## src/rtl/gpx_pkg.sv

```systemverilog
package gpx_pkg;
  typedef enum logic {
    TGT_OUT = 1'b0,
    TGT_DIR = 1'b1
  } tgt_e;

  typedef struct packed {
    logic wr;
    logic rd;
    tgt_e tgt;
  } acc_t;
endpackage

```

## src/rtl/gpx_decode.sv

```systemverilog
module gpx_decode
  import gpx_pkg::*;
#(
  parameter int ADDR_W = 14,
  parameter int PIN_W  = 8
) (
  input  logic              sf_en_ni,
  input  logic              rnw_i,
  input  logic [ADDR_W-1:0] addr_i,
  input  logic              tgt_bit_i,
  output acc_t              acc_o
);
  logic sel;

  assign sel       = !sf_en_ni && (addr_i == '0);
  assign acc_o.wr  = sel && !rnw_i;
  assign acc_o.rd  = sel && rnw_i;
  assign acc_o.tgt = tgt_bit_i ? TGT_DIR : TGT_OUT;
endmodule

```

## src/rtl/gpx_cfg_regs.sv

```systemverilog
module gpx_cfg_regs
  import gpx_pkg::*;
#(
  parameter int PIN_W = 8
) (
  input  logic             clk_i,
  input  logic             rst_ni,
  input  acc_t             acc_i,
  input  logic [PIN_W-1:0] wval_i,
  output logic [PIN_W-1:0] dir_o,
  output logic [PIN_W-1:0] out_o
);
  always_ff @(posedge clk_i or negedge rst_ni) begin
    if (!rst_ni) begin
      dir_o <= '0;
      out_o <= '0;
    end else if (acc_i.wr) begin
      if (acc_i.tgt == TGT_DIR) dir_o <= wval_i;
      else                      out_o <= wval_i;
    end
  end
endmodule

```

## src/rtl/gpx_rd_path.sv

```systemverilog
module gpx_rd_path
  import gpx_pkg::*;
#(
  parameter int PIN_W = 8,
  localparam int WORD_W = 2 * PIN_W
) (
  input  logic              clk_i,
  input  logic              rst_ni,
  input  acc_t              acc_i,
  input  logic [PIN_W-1:0]  pin_in_i,
  input  logic [PIN_W-1:0]  dir_i,
  input  logic [PIN_W-1:0]  out_i,
  output logic [WORD_W-1:0] rdata_o
);
  logic [PIN_W-1:0] cap_q;
  logic [PIN_W-1:0] status;

  // capture flops carry no reset; they reload every clock
  always_ff @(posedge clk_i) cap_q <= pin_in_i;

  for (genvar n = 0; n < PIN_W; n++) begin : g_pin
    assign status[n] = dir_i[n] ? out_i[n] : cap_q[n];
  end

  always_ff @(posedge clk_i or negedge rst_ni) begin
    if (!rst_ni)        rdata_o <= '0;
    else if (acc_i.rd)  rdata_o <= {dir_i, status};
  end
endmodule

```

## src/rtl/gpx_extender.sv

```systemverilog
module gpx_extender
  import gpx_pkg::*;
#(
  parameter int ADDR_W = 14,
  parameter int PIN_W  = 8,
  localparam int DATA_W = 2 * PIN_W
) (
  input  logic              clk_i,
  input  logic              rst_ni,
  input  logic              sf_en_ni,
  input  logic              rnw_i,
  input  logic [ADDR_W-1:0] addr_i,
  input  logic [DATA_W-1:0] wdata_i,
  output logic [DATA_W-1:0] rdata_o,
  input  logic [PIN_W-1:0]  pin_in_i,
  output logic [PIN_W-1:0]  pin_out_o,
  output logic [PIN_W-1:0]  pin_oe_o
);
  acc_t             acc;
  logic [PIN_W-1:0] dir_q;
  logic [PIN_W-1:0] out_q;
  logic             unused_wdata;

  assign unused_wdata = ^wdata_i[DATA_W-1:PIN_W+1];

  gpx_decode #(.ADDR_W(ADDR_W), .PIN_W(PIN_W)) u_decode (
    .sf_en_ni (sf_en_ni),
    .rnw_i    (rnw_i),
    .addr_i   (addr_i),
    .tgt_bit_i(wdata_i[PIN_W]),
    .acc_o    (acc)
  );

  gpx_cfg_regs #(.PIN_W(PIN_W)) u_cfg (
    .clk_i (clk_i),
    .rst_ni(rst_ni),
    .acc_i (acc),
    .wval_i(wdata_i[PIN_W-1:0]),
    .dir_o (dir_q),
    .out_o (out_q)
  );

  gpx_rd_path #(.PIN_W(PIN_W)) u_rd (
    .clk_i   (clk_i),
    .rst_ni  (rst_ni),
    .acc_i   (acc),
    .pin_in_i(pin_in_i),
    .dir_i   (dir_q),
    .out_i   (out_q),
    .rdata_o (rdata_o)
  );

  assign pin_oe_o  = dir_q;
  assign pin_out_o = out_q & dir_q;
endmodule

```

## config.mk

```make
export PLATFORM = sky130hd
export DESIGN_NAME = gpx_extender
export DESIGN_NICKNAME = d
export VERILOG_FILES = /design/src/rtl/gpx_pkg.sv /design/src/rtl/gpx_decode.sv /design/src/rtl/gpx_cfg_regs.sv /design/src/rtl/gpx_rd_path.sv /design/src/rtl/gpx_extender.sv
export SDC_FILE = /design/constraint.sdc
export NUM_CORES = 1
export LEC_CHECK = 0
export ABC_CLOCK_PERIOD_IN_PS = 1070
export BUFFER_PORTS_ARGS = -buffer_cell sky130_fd_sc_hd__buf_2
export CAP_MARGIN = 20
export CORE_AREA = 8 8 90 92
export CTS_CLUSTER_SIZE = 12
export DETAILED_ROUTE_END_ITERATION = 7
export DIE_AREA = 0 0 98 100
export GPL_TIMING_DRIVEN = 0
export PLACE_DENSITY = 0.48
export SYNTH_ARGS = -nofsm -noshare
export SYNTH_HDL_FRONTEND = slang
export SYNTH_HIERARCHICAL = 1
export SYNTH_SLANG_ARGS = --single-unit
export TNS_END_PERCENT = 30
```

## constraint.sdc

```tcl
create_clock -name clk_i -period 1.07 [get_ports clk_i]
set_clock_uncertainty 0.2 [all_clocks]
set_input_delay 0.1605 -clock clk_i [delete_from_list [all_inputs] [get_ports clk_i]]
set_output_delay 0.1605 -clock clk_i [all_outputs]
set_load 0.01 [all_outputs]
```

==> impl_results.md, run 1 <==
* Post-synthesis cell area at 1610 sq um
* Critical path data arrival time at 1750 ps
* Flop pwr share at 58.5%
* Setup TNS at -26630 ps
* Vias post-DR at 1156
* Global routing usage on met3 at 4.50%
* Met1 usage at 10.6%
* Footprint of the multi-input gates at 664 sq um
* Unique masters post-synth at 17
* Hpwl dp at 2940 um
* N_diodes at 0
* Drt pass-1 iters at 2
* Worst Setup Slack, final at -717 ps
* #FFs+latches synth at 40
* Commonest non-fill, non-tap cells in the layout: buf_2 (56), dfrtp_1 (30), mux2_4 (16)
* I/O Buffers at 65
* Tot GR Track Use at 8.77%
* FF+latch area at 963 sq um
* CTS buffer count at 5
* Fmax at 0.560 GHz
* Wirelength per Cell at 14.9 um
* Most common cell after layout, fill and taps aside: buf_2
* WP data required at 1040 ps
* Power Total at 0.00261 W
* P_sw at 0.000547 W
* Tmin final at 1790 ps
* Clock slew at reported path FFs at 70 ps
* GRT Residual Overflow at 0
* M2 GR Usage at 13.3%
* Worst hold path class: input pin to asynchronous set/reset pin
* Clock Power Share at 35.9%
* Share of total power in combinational logic at 5.6%
* Final Slew Violations at 0
* CTS tree: done
* Initial DRC count at 27
* Die ar. at 9800 sq um
* Routability cong. at 0.670
* Skew-Pair Late Insertion Delay at 280 ps
* Global-route wire length before repair at 6840 um
* Violated checks: hold timing, setup timing
* Vias in the first global route at 1334
* Slew @ Worst Pin at 741 ps
* Routed Antenna Nets at 0
* Final Hold Vio Count at 48
* CTS Buffer Depth at 2
* Mapped Cells at 110
* Layout area overhead at 50.2%
* Pin count of the biggest net entering global routing at 33
* Kind of start point of the critical path: input pin
* P_leak at 1.27 nW
* CP max FO at 8
* Die Y at 100 um
* # Max-Cap Violations at 0
* Core ar. at 6640 sq um
* Initial antenna violation count at 0
* Io pins at 74
* Row cnt at 30
* Clock root buffer: clkbuf_8
* Vias/cell at 4.17
* Layout Nets at 238
* Net Count, Synth at 152
* Slew Limit Headroom at 50.6%
* H-tree depth at 2
* Internal power at 0.00207 W
* DRC at 0
* GRT busiest layer: met2
* Die width at 98 um
* Power Density at 1080 nW/um^2
* CTS hold repair buffers at 8
* TritonCTS sink count at 40
* Yosys warning count at 6
* Final hold slack at -265 ps
* Status: finished with violations
* WL final at 4120 um
* Sw Share at 20.9%
* RSZ-0062 raised after global routing: yes
* Post-synthesis sequential area ratio at 59.9%
* Crit path kind: input pin to flop
* Period utilization at 167%
* Maximum VDD drop at 0.336 mV
* Layout cells sized above 1 at 60.9%
* Syn avg cell area at 14.6 sq um
* Layout fillers at 665
* Initial Util at 24.2%
* Setup violators final at 64
* CP endpoint kind: flop
-- power groups by stage --
stage          clock [W]  combinational (W)  sequential [W]
2_1_floorplan          0          0.0000248         0.00156
3_3_place_gp           0           0.000117         0.00156
3_5_place_dp           0           0.000118         0.00156
4_1_cts         0.000998           0.000147         0.00153
5_1_grt          0.00108           0.000166         0.00153
6_report        0.000938           0.000147         0.00153
-- sequential cells by signal, summed over array words and instances (netlist names) --
| name | flops |
|---|---|
| u_rd/rdata_o | 16 |
| u_cfg/dir_o | 8 |
| u_cfg/out_o | 8 |
| u_rd/cap_q | 8 |
-- cell type report --
type	count	share of cell area, %
sequential	40	40.0
multi-input combinational	65	27.6
timing repair buffer	80	22.5
tap	80	4.15
clock buffer	7	3.17
buffer	4	2.44
clock inverter	1	0.208
-- repair_timing --
action | 4_1_cts | 5_1_grt
setup buffers | 5 | 2
resized for setup | 20 | 9
endpoints found under the hold margin | 56 | 48
pin swaps | 4 | 3
setup endpoints to repair | 64 | 64
-- cells in the mapped netlist (all sizes together) --
library cell | number | area [sq um]
mux2i | 8 | 80.1
nor4 | 2 | 12.5
dfrtp | 32 | 801
a21oi | 8 | 40.0
dfxtp | 8 | 160
and2 | 8 | 50.1
nor2 | 8 | 30.0
buf | 5 | 52.5
nand2 | 1 | 6.26
or4 | 4 | 33.8
nand2b | 1 | 13.8
mux2 | 24 | 315
or4b | 1 | 10.0
-- cells by family (layout without fill, tap and decap cells) --
kind of cell | Yosys count | after routing | share of synthesized area (%)
buf+inv | 5 | 92 | 3.27
compound gates | 8 | 8 | 2.49
simple gates | 25 | 25 | 9.74
flops | 40 | 40 | 59.9
mux | 32 | 32 | 24.6
-- worst paths after layout --
| kind | startpoint | end | cells after the start | slack [ps] |
|---|---|---|---|---|
| max | addr_i[4] | u_rd/rdata_o[13]$_DFFE_PN0P_ | 7 | -720 |
| min | rst_ni | u_rd/rdata_o[12]$_DFFE_PN0P_ | 1 | -260 |
| max reg2reg | u_cfg/dir_o[2]$_DFFE_PN0P_ | u_rd/rdata_o[2]$_DFFE_PN0P_ | 2 | 10 |
| min reg2reg | u_rd/rdata_o[12]$_DFFE_PN0P_ | u_rd/rdata_o[12]$_DFFE_PN0P_ | 1 | 310 |
| max in group asynchronous | rst_ni | u_cfg/dir_o[1]$_DFFE_PN0P_ | 1 | 410 |
| min in group clk_i | wdata_i[6] | u_cfg/out_o[6]$_DFFE_PN0P_ | 2 | -80 |
-- layer usage --
layer,share of wire (%),vias up
met4,0.32,0
met3,9.3,2
met1,46,542
li1,-,563
met2,44,49
met5,0,-
-- metrics by stage --
stage                     cell area [sq um]  setup WS, ps  instances  util [%]
after global routing                   2410          -754        277      36.3
final                                  2410          -717        277      36.3
after global placement                 2060         -1050        255      31.0
after detailed placement               2060         -1060        255      31.0
after CTS                              2380          -726        276      35.8
after floorplan                        1630          -830        110         -
-- critical path, cell delays in order --
cell	delay [ps]
buf_6	90
or4_4	540
buf_4	160
nor4_4	210
buf_6	170
buf_12	130
mux2_4	290
(Power assumes the default switching activity.)
==> run 2: changes to the inputs <==
ABC_AREA = 0   (was not set)
CORE_AREA = 8 8 69 71   (was 8 8 90 92)
DIE_AREA = 0 0 77 79   (was 0 0 98 100)
PLACE_DENSITY = 0.77   (was 0.48)
SKIP_CTS_REPAIR_TIMING = 1   (was not set)
==> run 2 against run 1 <==
Against the previous run:
- the flow still finishes with violations (hold timing, setup timing)
- die area fell by 38%
- power rose by 9.2%
- hold slack got worse by 14 ps
- maximum frequency rose by 0.65%
- count of clock-buffer cells in the layout fell by 2
- core utilization rose by 26 points
- critical path type unchanged
- critical endpoint is now u_cfg/dir_o[1]$_DFFE_PN0P_
- highest routed layer unchanged
==> impl_results.md, run 2 (same netlist as run 1, synthesis figures left out) <==
* Status: finished with violations
* Violated checks: hold timing, setup timing
* N_diodes at 0
* Cell mode on critical path: buf_6
* Initial Util at 42.3%
* Fmax at 0.563 GHz
* Layout area overhead at 47.5%
* Crit path largest cell delay at 570 ps
* I/O Buffers at 65
* Most common cell after layout, fill and taps aside: buf_2
* RR Endpoint: u_rd/rdata_o[3]$_DFFE_PN0P_
* Vias in the first global route at 1296
* Sw Share at 19.6%
* Vias/cell at 4.76
* Maximum VDD drop at 0.693 mV
* Initial antenna violation count at 0
* Critical path's top delay family: simple AND/OR/NAND/NOR gates
* Layout cells sized above 1 at 60.2%
* Worst Setup Slack, final at -705 ps
* CP endpoint kind: flop
* CP Depth at 7
* Drt pass-1 iters at 4
* # Max-Cap Violations at 0
* Routability cong. at 0.709
* Die ar. at 6080 sq um
* Final hold slack at -278 ps
* DRC at 0
* Kind of start point of the critical path: input pin
* Crit path cell chain: buf_6 -> or4_4 -> nor4_4 -> buf_6 -> buf_12 -> nand2_8 -> mux2_4
* WP data required at 1040 ps
* Critical Path Sink: u_cfg/dir_o[1]$_DFFE_PN0P_
* CP max FO at 8
* CTS Buffer Depth at 2
* Final Hold Vio Count at 48
* Setup violators final at 64
* Period utilization at 166%
* Die width at 77 um
* Largest register FFs at 16
* CTS tree: done
* Reg2reg setup slack at -10 ps
* Critical path data arrival time at 1750 ps
* Worst path slowest cell: or4_4
* Tot GR Track Use at 12.1%
* R2R depth at 2
* Skew-Pair Late Insertion Delay at 280 ps
* Tmin final at 1770 ps
* Commonest non-fill, non-tap cells in the layout: buf_2 (57), dfrtp_1 (31), mux2_4 (13)
* Die Y at 79 um
* Crit. Startpoint: addr_i[4]
* Routed Antenna Nets at 0
* Slew Limit Headroom at 53.4%
* CP bufs+invs at 3
* Layout Nets at 237
* Hpwl dp at 2850 um
* WL final at 3850 um
* Clock slew at reported path FFs at 70 ps
* Row cnt at 23
* RSZ-0062 raised after global routing: yes
* Final core utilization at 62.4%
* Slew @ Worst Pin at 698 ps
* Pre-CTS setup slack at -1030 ps
* TritonCTS sink count at 40
* Final Slew Violations at 0
* Wirelength per Cell at 15.6 um
* Initial DRC count at 22
* Pin count of the biggest net entering global routing at 33
* Top reg by flops: u_rd/rdata_o
* Reg-to-reg critical path startpoint: u_cfg/dir_o[3]$_DFFE_PN0P_
* Layout fillers at 324
* P_leak at 1.27 nW
* Core ar. at 3800 sq um
* Power Density at 1200 nW/um^2
* Clock Power Share at 41.4%
* CTS buffer count at 5
* Worst hold path class: input pin to asynchronous set/reset pin
* Clock root buffer: clkbuf_8
* Global-route wire length before repair at 5930 um
* Flop pwr share at 53.5%
* H-tree depth at 2
* Vias post-DR at 1172
* Internal power at 0.00230 W
* GRT Residual Overflow at 0
* P_sw at 0.000558 W
* Crit path kind: input pin to flop
* Io pins at 74
* Share of total power in combinational logic at 5.1%
-- run 2: how the worst min path moves through the flow --
stage / startpoint / endpoint / cells after the start
2_1_floorplan: rst_ni / u_cfg/dir_o[0]$_DFFE_PN0P_ / 0
3_3_place_gp: rst_ni / u_rd/rdata_o[10]$_DFFE_PN0P_ / 1
3_5_place_dp: rst_ni / u_rd/rdata_o[2]$_DFFE_PN0P_ / 1
4_1_cts: rst_ni / u_rd/rdata_o[5]$_DFFE_PN0P_ / 1
5_1_grt: rst_ni / u_rd/rdata_o[12]$_DFFE_PN0P_ / 1
6_report: rst_ni / u_cfg/out_o[5]$_DFFE_PN0P_ / 1
-- run 2: power groups by stage --
stage | registers, W | logic [W] | clock network, W
final | 0.00153 | 0.000146 | 0.00118
after global routing | 0.00153 | 0.000163 | 0.00128
after CTS | 0.00153 | 0.000116 | 0.00122
after detailed placement | 0.00156 | 0.000116 | 0
after global placement | 0.00156 | 0.000110 | 0
after floorplan | 0.00156 | 0.0000248 | 0
-- run 2: stage by stage --
step | total power [W] | cell area [sq um] | instances | setup TNS [ps]
floorplan | 0.00158 | 1630 | 110 | -24210
finish | 0.00285 | 2370 | 246 | -25530
detailed placement | 0.00167 | 2020 | 225 | -30760
global placement | 0.00167 | 2020 | 225 | -29970
CTS | 0.00286 | 2130 | 233 | -26410
global route | 0.00297 | 2370 | 246 | -27820
-- run 2: per-layer routing --
layer / up-vias / global-route usage (%) / wire length (um)
met1: 562 / 13.3 / 1550
met4: 0 / 2.83 / 25
met2: 52 / 20.2 / 1900
met3: 4 / 6.55 / 362
met5: - / 0 / 0
li1: 554 / - / -
-- run 2: layout make-up --
type	count	area [sq um]	share of cell area (%)
buffer	4	41.3	1.74
clock buffer	5	68.8	2.91
clock inverter	3	42.5	1.80
multi-input combinational	65	657	27.7
sequential	40	962	40.6
tap	50	62.6	2.64
timing repair buffer	79	534	22.6
-- run 2: worst reg2reg max path, stage by stage (launching register included) --
cell and delay, ps:
dfrtp_1 410, mux2i_1 270, a21oi_2 90
==> run 3: changes to the inputs <==
PLACE_DENSITY = not set   (was 0.77)
PLACE_DENSITY_LB_ADDON = 0.2   (was not set)
==> run 3 against run 2 <==
Against the previous run:
- the run still ends with hold timing, setup timing left
- final cell count is 1.2% lower
- clock power increased by 11%
- critical endpoint is now u_cfg/out_o[6]$_DFFE_PN0P_
- global-route usage rose by 0.28 points
- critical path type unchanged
- largest cell class unchanged
==> impl_results.md, run 3 (same netlist as run 1, synthesis figures left out) <==
* Die Y at 79 um
* Layout fillers at 337
* Die ar. at 6080 sq um
* Layout area overhead at 41.9%
* GRT busiest layer: met2
* Slew @ Worst Pin at 724 ps
* Top reg by flops: u_rd/rdata_o
* N_diodes at 0
* Setup TNS at -25160 ps
* Vias/cell at 4.85
* Io pins at 74
* Global-route wire length before repair at 6080 um
* Footprint of the multi-input gates at 629 sq um
* Crit path kind: input pin to flop
* Row cnt at 23
* Initial Util at 42.3%
* Clock root buffer: clkbuf_8
* Skew-Pair Late Insertion Delay at 280 ps
* I/O Buffers at 65
* Status: finished with violations
* Pin count of the biggest net entering global routing at 33
* M2 GR Usage at 20.7%
* CTS tree: done
* Wirelength per Cell at 15.4 um
* Final Hold Vio Count at 48
* CTS buffer count at 5
* Layout cells sized above 1 at 58.0%
* Initial antenna violation count at 0
* WL final at 3750 um
* Met1 usage at 13.3%
* Violated checks: hold timing, setup timing
* Core ar. at 3800 sq um
* RSZ-0062 raised after global routing: yes
* CTS Buffer Depth at 2
* Fmax at 0.562 GHz
* Worst Setup Slack, final at -709 ps
* Initial DRC count at 27
* Final hold slack at -265 ps
* Tmin final at 1780 ps
* Global routing usage on met3 at 6.21%
* Layout Nets at 234
* Critical path data arrival time at 1750 ps
* H-tree depth at 2
* CP max FO at 8
* WP data required at 1040 ps
* Worst hold path class: input pin to asynchronous set/reset pin
* Kind of start point of the critical path: input pin
* Largest register FFs at 16
* CP endpoint kind: flop
* P_leak at 1.24 nW
* DRC at 0
* Hpwl dp at 2770 um
* Tot GR Track Use at 12.4%
* Maximum VDD drop at 0.638 mV
* Setup violators final at 64
* Power Density at 1310 nW/um^2
* Final Slew Violations at 0
* Clock slew at reported path FFs at 80 ps
* Die width at 77 um
* Vias post-DR at 1178
* Slew Limit Headroom at 51.8%
* Period utilization at 166%
* Routability cong. at 0.689
* Vias in the first global route at 1318
* TritonCTS sink count at 40
* Drt pass-1 iters at 4
* FF+latch area at 962 sq um
* # Max-Cap Violations at 0
* GRT Residual Overflow at 0
* Commonest non-fill, non-tap cells in the layout: buf_2 (61), dfrtp_1 (31), mux2_4 (13)
* Routed Antenna Nets at 0
* Most common cell after layout, fill and taps aside: buf_2
## run 3: area by class of cell
type                            count  area share, %
Tap cell                           50           2.75
Timing Repair Buffer               75           19.5
Buffer                              5           2.31
Multi-Input combinational cell     65           27.6
Clock buffer                        7           4.23
Sequential cell                    40           42.2
Clock inverter                      1           1.32
## run 3: critical path, cell delays in order
cell      delay [ps]
buf_6             90
or4_4            540
nor4_4           420
nand2b_4          70
buf_6            160
mux2_4           300
## run 3: metal layers
| layer | wire length, um | vias up |
|---|---|---|
| li1 | - | 550 |
| met1 | 1490 | 578 |
| met2 | 1900 | 45 |
| met3 | 314 | 5 |
| met4 | 48 | 0 |
| met5 | 0 | - |
## run 3: path summary, 6_finish.rpt
kind / startpoint / to / slack [ps] / cells past startpoint
worst max-delay path: addr_i[2] / u_cfg/out_o[6]$_DFFE_PN0P_ / -710 / 6
worst max register to register: u_cfg/dir_o[4]$_DFFE_PN0P_ / u_rd/rdata_o[4]$_DFFE_PN0P_ / 40 / 2
worst min-delay path: rst_ni / u_cfg/out_o[0]$_DFFE_PN0P_ / -260 / 1
worst min register to register: u_rd/rdata_o[11]$_DFFE_PN0P_ / u_rd/rdata_o[11]$_DFFE_PN0P_ / 310 / 1
max in group asynchronous: rst_ni / u_cfg/dir_o[0]$_DFFE_PN0P_ / 430 / 1
min in group clk_i: wdata_i[0] / u_cfg/out_o[0]$_DFFE_PN0P_ / -80 / 2
## run 3: power by group
group	switching [W]	total, W	internal [W]
clock	0.000492	0.00131	0.000823
combinational	0.0000584	0.000141	0.0000827
sequential	0.00000553	0.00153	0.00152
## run 3: metrics by stage
stage	worst slack, ps	util [%]	cell area, sq um	cells	total power (W)
floorplan	-830	-	1630	110	0.00158
global placement	-1010	53.2	2020	225	0.00167
detailed placement	-1030	53.2	2020	225	0.00167
CTS	-720	56.6	2150	233	0.00299
global route	-749	60.0	2280	243	0.00309
finish	-709	60.0	2280	243	0.00298
